--- config.mk ---
export PLATFORM = sky130hd
export DESIGN_NAME = vol_mute_ctrl
export DESIGN_NICKNAME = d
export VERILOG_FILES = /design/src/rtl/vol_mute_ctrl.sv
export SDC_FILE = /design/constraint.sdc
export NUM_CORES = 1
export LEC_CHECK = 0
export BUFFER_PORTS_ARGS = -buffer_cell sky130_fd_sc_hd__buf_2
export CAP_MARGIN = 20
export CORE_ASPECT_RATIO = 1.25
export CORE_UTILIZATION = 43
export CTS_CLUSTER_SIZE = 28
export DETAILED_ROUTE_END_ITERATION = 7
export PLACE_DENSITY = 0.61
export REMOVE_ABC_BUFFERS = 1
export SLEW_MARGIN = 30
export SYNTH_ARGS = -nofsm -noshare
export SYNTH_HDL_FRONTEND = slang
export SYNTH_SLANG_ARGS = --single-unit
--- constraint.sdc ---
create_clock -name clk -period 2.5 [get_ports clk]
set_clock_uncertainty 0.05 [all_clocks]
set_input_delay 0.375 -clock clk [delete_from_list [all_inputs] [get_ports clk]]
set_output_delay 0.375 -clock clk [all_outputs]
set_load 0.02 [all_outputs]
--- src/rtl/vol_mute_ctrl.sv ---
module vol_mute_ctrl #(
  parameter int VOL_W      = 5,
  parameter int VOL_INIT   = 8,
  parameter int PRESS_MS   = 150,
  parameter int RELEASE_MS = 100,
  parameter int REPEAT_MS  = 1000,
  parameter int MUTE_MS    = 100
) (
  input  logic             clk,
  input  logic             rst_n,
  input  logic             tick_ms,
  input  logic             vol_up,
  input  logic             vol_dn,
  input  logic             mute_btn,
  input  logic             ear_pin,
  input  logic             host_owns,
  input  logic [VOL_W-1:0] vol_max,
  output logic [VOL_W-1:0] vol_idx,
  output logic             muted,
  output logic             earpiece
);

  localparam int HOLD_TOP = (REPEAT_MS > PRESS_MS) ? REPEAT_MS : PRESS_MS;
  localparam int HW = $clog2(HOLD_TOP + 1);
  localparam int LW = $clog2(RELEASE_MS + 1);
  localparam int MW = $clog2(MUTE_MS + 1);

  logic [HW-1:0] hcnt;
  logic [LW-1:0] lcnt;
  logic [MW-1:0] mcnt;
  logic          fired, armed, dir_q, ear_q;

  wire solo     = vol_up ^ vol_dn;
  wire quiet    = ~vol_up & ~vol_dn;
  wire [HW-1:0] hnext = hcnt + 1'b1;
  wire dir_flip = solo & (fired | (hcnt != '0)) & (vol_up != dir_q);
  wire first_hit = tick_ms & solo & ~dir_flip & ~fired & armed & (hnext == HW'(PRESS_MS));
  wire rep_hit   = tick_ms & solo & ~dir_flip & fired & (hnext == HW'(REPEAT_MS));
  wire step      = first_hit | rep_hit;

  wire mpin = mute_btn & ~host_owns;
  wire fall = ~host_owns & ear_q & ~ear_pin;
  wire rise = ~host_owns & ~ear_q & ear_pin;

  always_ff @(posedge clk) begin
    if (!rst_n) begin
      hcnt  <= '0;
      fired <= 1'b0;
      dir_q <= 1'b0;
    end else if (!solo) begin
      hcnt  <= '0;
      fired <= 1'b0;
    end else begin
      dir_q <= vol_up;
      if (dir_flip) begin
        hcnt  <= '0;
        fired <= 1'b0;
      end else if (tick_ms) begin
        if (step) begin
          hcnt  <= '0;
          fired <= 1'b1;
        end else if (fired || hcnt != HW'(PRESS_MS)) begin
          hcnt <= hnext;
        end
      end
    end
  end

  always_ff @(posedge clk) begin
    if (!rst_n) begin
      lcnt  <= LW'(RELEASE_MS);
      armed <= 1'b1;
    end else begin
      if (!quiet) lcnt <= '0;
      else if (tick_ms && lcnt != LW'(RELEASE_MS)) lcnt <= lcnt + 1'b1;
      if (first_hit) armed <= 1'b0;
      else if (quiet && tick_ms && lcnt + 1'b1 == LW'(RELEASE_MS)) armed <= 1'b1;
    end
  end

  always_ff @(posedge clk) begin
    if (!rst_n) vol_idx <= VOL_W'(VOL_INIT);
    else if (step) begin
      if (vol_up) begin
        if (vol_idx < vol_max) vol_idx <= vol_idx + 1'b1;
      end else if (vol_idx != '0) begin
        vol_idx <= vol_idx - 1'b1;
      end
    end
  end

  always_ff @(posedge clk) begin
    if (!rst_n) begin
      mcnt  <= '0;
      muted <= 1'b0;
    end else if (!mpin) begin
      mcnt <= '0;
    end else if (tick_ms && mcnt != MW'(MUTE_MS)) begin
      mcnt <= mcnt + 1'b1;
      if (mcnt + 1'b1 == MW'(MUTE_MS)) muted <= ~muted;
    end
  end

  always_ff @(posedge clk) begin
    if (!rst_n) begin
      ear_q    <= 1'b1;
      earpiece <= 1'b0;
    end else begin
      ear_q <= ear_pin;
      if (fall) earpiece <= 1'b1;
      else if (rise) earpiece <= 1'b0;
    end
  end

  p_one_step_r4: assert property (@(posedge clk) disable iff (!rst_n)
    (vol_idx == $past(vol_idx)) || (vol_idx == $past(vol_idx) + 1'b1) || (vol_idx == $past(vol_idx) - 1'b1));

  p_cap_r4: assert property (@(posedge clk) disable iff (!rst_n)
    (vol_idx > $past(vol_idx)) |-> (vol_idx <= $past(vol_max)));

  p_both_hold_r6: assert property (@(posedge clk) disable iff (!rst_n)
    (vol_up && vol_dn) |=> $stable(vol_idx));

  p_no_tick_r10: assert property (@(posedge clk) disable iff (!rst_n)
    !tick_ms |=> ($stable(vol_idx) && $stable(muted)));

  p_host_hold_r9: assert property (@(posedge clk) disable iff (!rst_n)
    host_owns |=> ($stable(muted) && $stable(earpiece)));

endmodule

==> flow_summary.ini <==
[die]
design.core.area_mm2 = 0.00512
dieArea_mm2 = 0.00563
die_h_um = 83.7
initial_utilization_pct = 44.9
io_pins = 20
rows = 29
die_w_um = 67.3

[logic_synthesis]
synth_area_per_cell_um2 = 8.31
ys.warnings.count = 0
yosysSeqAreaShare_pct = 30.5
synthCells = 276
syn-cell-area_mm2 = 0.00229
synth_cell_types = 49
ys_seq_elements = 35

[sta]
worstMarginPinSlew_ps = 360
finalCritPeriodShare_pct = 96.5
relSlewSlack_pct = 75.7
setup_viol = 0
hold_viol_final = 0
period_minus_slack_ps = 2410
final_max_slew_viol_count = 0
max_freq_mhz = 414

[placed_design]
placed_area_mm2 = 0.00249
place_congestion = 0.911
dp_hpwl_mm = 3.57
dpl.cell_count = 362
portBuffers = 19

[cts]
post_cts_buffers = 0
h-tree-depth = 2
clock_latency_ps = 290
tritoncts = done
path_clk_slew_ps = 80
cts-resized-gates = 0
cts_sinks = 35
cts_buffer_depth = 2
cts_buffers = 5
cts_root_buf = clkbuf_8
ctsHoldBuffers = 0

[final_layout]
antenna_cells = 0
drive_above_1_share_pct = 17.5
post-route-util_pct = 50.9
synthToLayoutAreaGrowth_pct = 13.4
layout.nets = 340
final_common_cell = nor2_1
final_cells = 370
final_area_mm2 = 0.00260
mostFrequentLayoutCells = nor2_1, dfxtp_1, nand2_1, buf_2
fillers = 537

[routing]
ant_nets = 0
drtPass1Iterations = 4
wl_met1_mm = 2.19
vias_per_cell = 5.22
dr_wl_met2_mm = 2.30
top_layer = met4
drc_errors = 0
drt_iter0_drc = 87
dr_wl_met3_um = 139
routed_wl_mm = 4.74
vias = 1932
wl_per_cell_um = 12.8

[critical_path]
cp-end-kind = flip-flop
cp.required_ps = 2680
path_class = flip-flop to flip-flop
path_max_fanout = 7
critPathLaunchType = flip-flop
cp_data_arrival_time_ps = 2590

[global_route]
grt_pass1_vias = 1800
overflow = 0
grt_first_pass_wirelength_mm = 7.86
grt.total_usage_pct = 18.6
antenna_found_initial = 0
grt_max_degree = 13

[hold_path]
hold_class = input port to flip-flop

[power]
total_power_mw = 1.11
pwr_density_cell_mw_per_mm2 = 426
p_leak_nw = 1.10
ir_worst_vdd_v = 0.000215

[outcome]
status = finished, final reports clean

[run]
drv_cap = 0
## cells in the mapped netlist, drive strengths merged
cell	n	area, um^2
dfxtp	35	701
or4	2	15.0
a21bo	1	10.0
o31ai	2	15.0
o21a	1	7.51
nor3	6	41.3
a31oi	2	12.5
xor2	13	114
nor2	34	128
a21boi	3	33.8
a21o	3	22.5
nand2b	3	18.8
buf	2	22.5
nor2b	2	12.5
nor4b	2	23.8
nand4	11	83.8
inv	18	67.6
or3	3	18.8
clkbuf	6	52.6
o311ai	1	8.76
and4	1	8.76
o41ai	1	8.76
and2	2	12.5
or2	4	25.0
fa	1	20.0
a211oi	2	15.0
ha	19	238
and3	3	18.8
nor4	3	18.8
xnor2	17	149
a311oi	1	8.76
a22oi	2	15.0
a21oi	14	70.1
mux2i	3	30.0
o21ai	13	65.1
nand3	12	65.1
nand3b	2	15.0
nand2	25	93.8
nand4b	1	8.76
## metal layers
metal / up-vias / track usage (%)
met5: - / 0
met4: 0 / 9.48
met3: 9 / 4.78
met2: 27 / 30.3
met1: 885 / 21.6
li1: 1011 / -
## worst max-delay path, stage by stage, from the launching register on
cell      delay [ps]
dfxtp_2          350
ha_2             200
nand3_2          110
nor4b_2          230
a211oi_1          80
or4_4            530
a21boi_4         170
or4_1            500
a21oi_2          130
## kinds of logic after synthesis
family                   Yosys count  share of synthesized area, %
AO/OA/AOI/OAI                     46                          12.8
XOR/XNOR                          30                          11.5
adder cells (fa/ha/maj)           20                          11.2
buffers and inverters             26                          6.22
flip-flops                        35                          30.5
multiplexers                       3                          1.31
AND/OR/NAND/NOR                  116                          26.5
## registers in the layout, indices dropped and copies added, names as in the netlist
register  count
hcnt         10
lcnt          7
mcnt          7
vol_idx       5
armed         1
dir_q         1
ear_q         1
earpiece      1
fired         1
muted         1
## stage by stage
step	setup TNS (ps)	worst slack (ps)	hold slack, ps
floorplan	-0.144	-0.144	385
global placement	0	152	398
detailed placement	0	74.8	419
CTS	0	93.0	214
global route	-44.7	-44.7	225
finish	0	87.0	226
## worst paths after layout
path                                    to  slack, ps  startpoint  cells past startpoint
worst max-delay path            vol_idx[4]         90     hcnt[0]                      8
worst min-delay path                 ear_q        230     ear_pin                      3
worst max register to register  vol_idx[4]         90     hcnt[0]                      8
worst min register to register    earpiece        420       ear_q                      2
## final cells by class
type,count,area (um^2),share of cell area [%]
Multi-Input combinational cell,215,1470,56.6
Sequential cell,35,703,27.0
Clock buffer,5,68.8,2.64
Inverter,18,67.6,2.60
Timing Repair Buffer,32,193,7.40
Clock inverter,3,20.0,0.769
Tap cell,62,77.6,2.98
## where the power goes
group,switching (mW),leakage (nW),internal (mW),total [mW]
Sequential,0.00969,0.285,0.568,0.578
Clock,0.223,0.0402,0.194,0.417
Combinational,0.0645,0.774,0.0493,0.114
(Power assumes the default switching activity.)
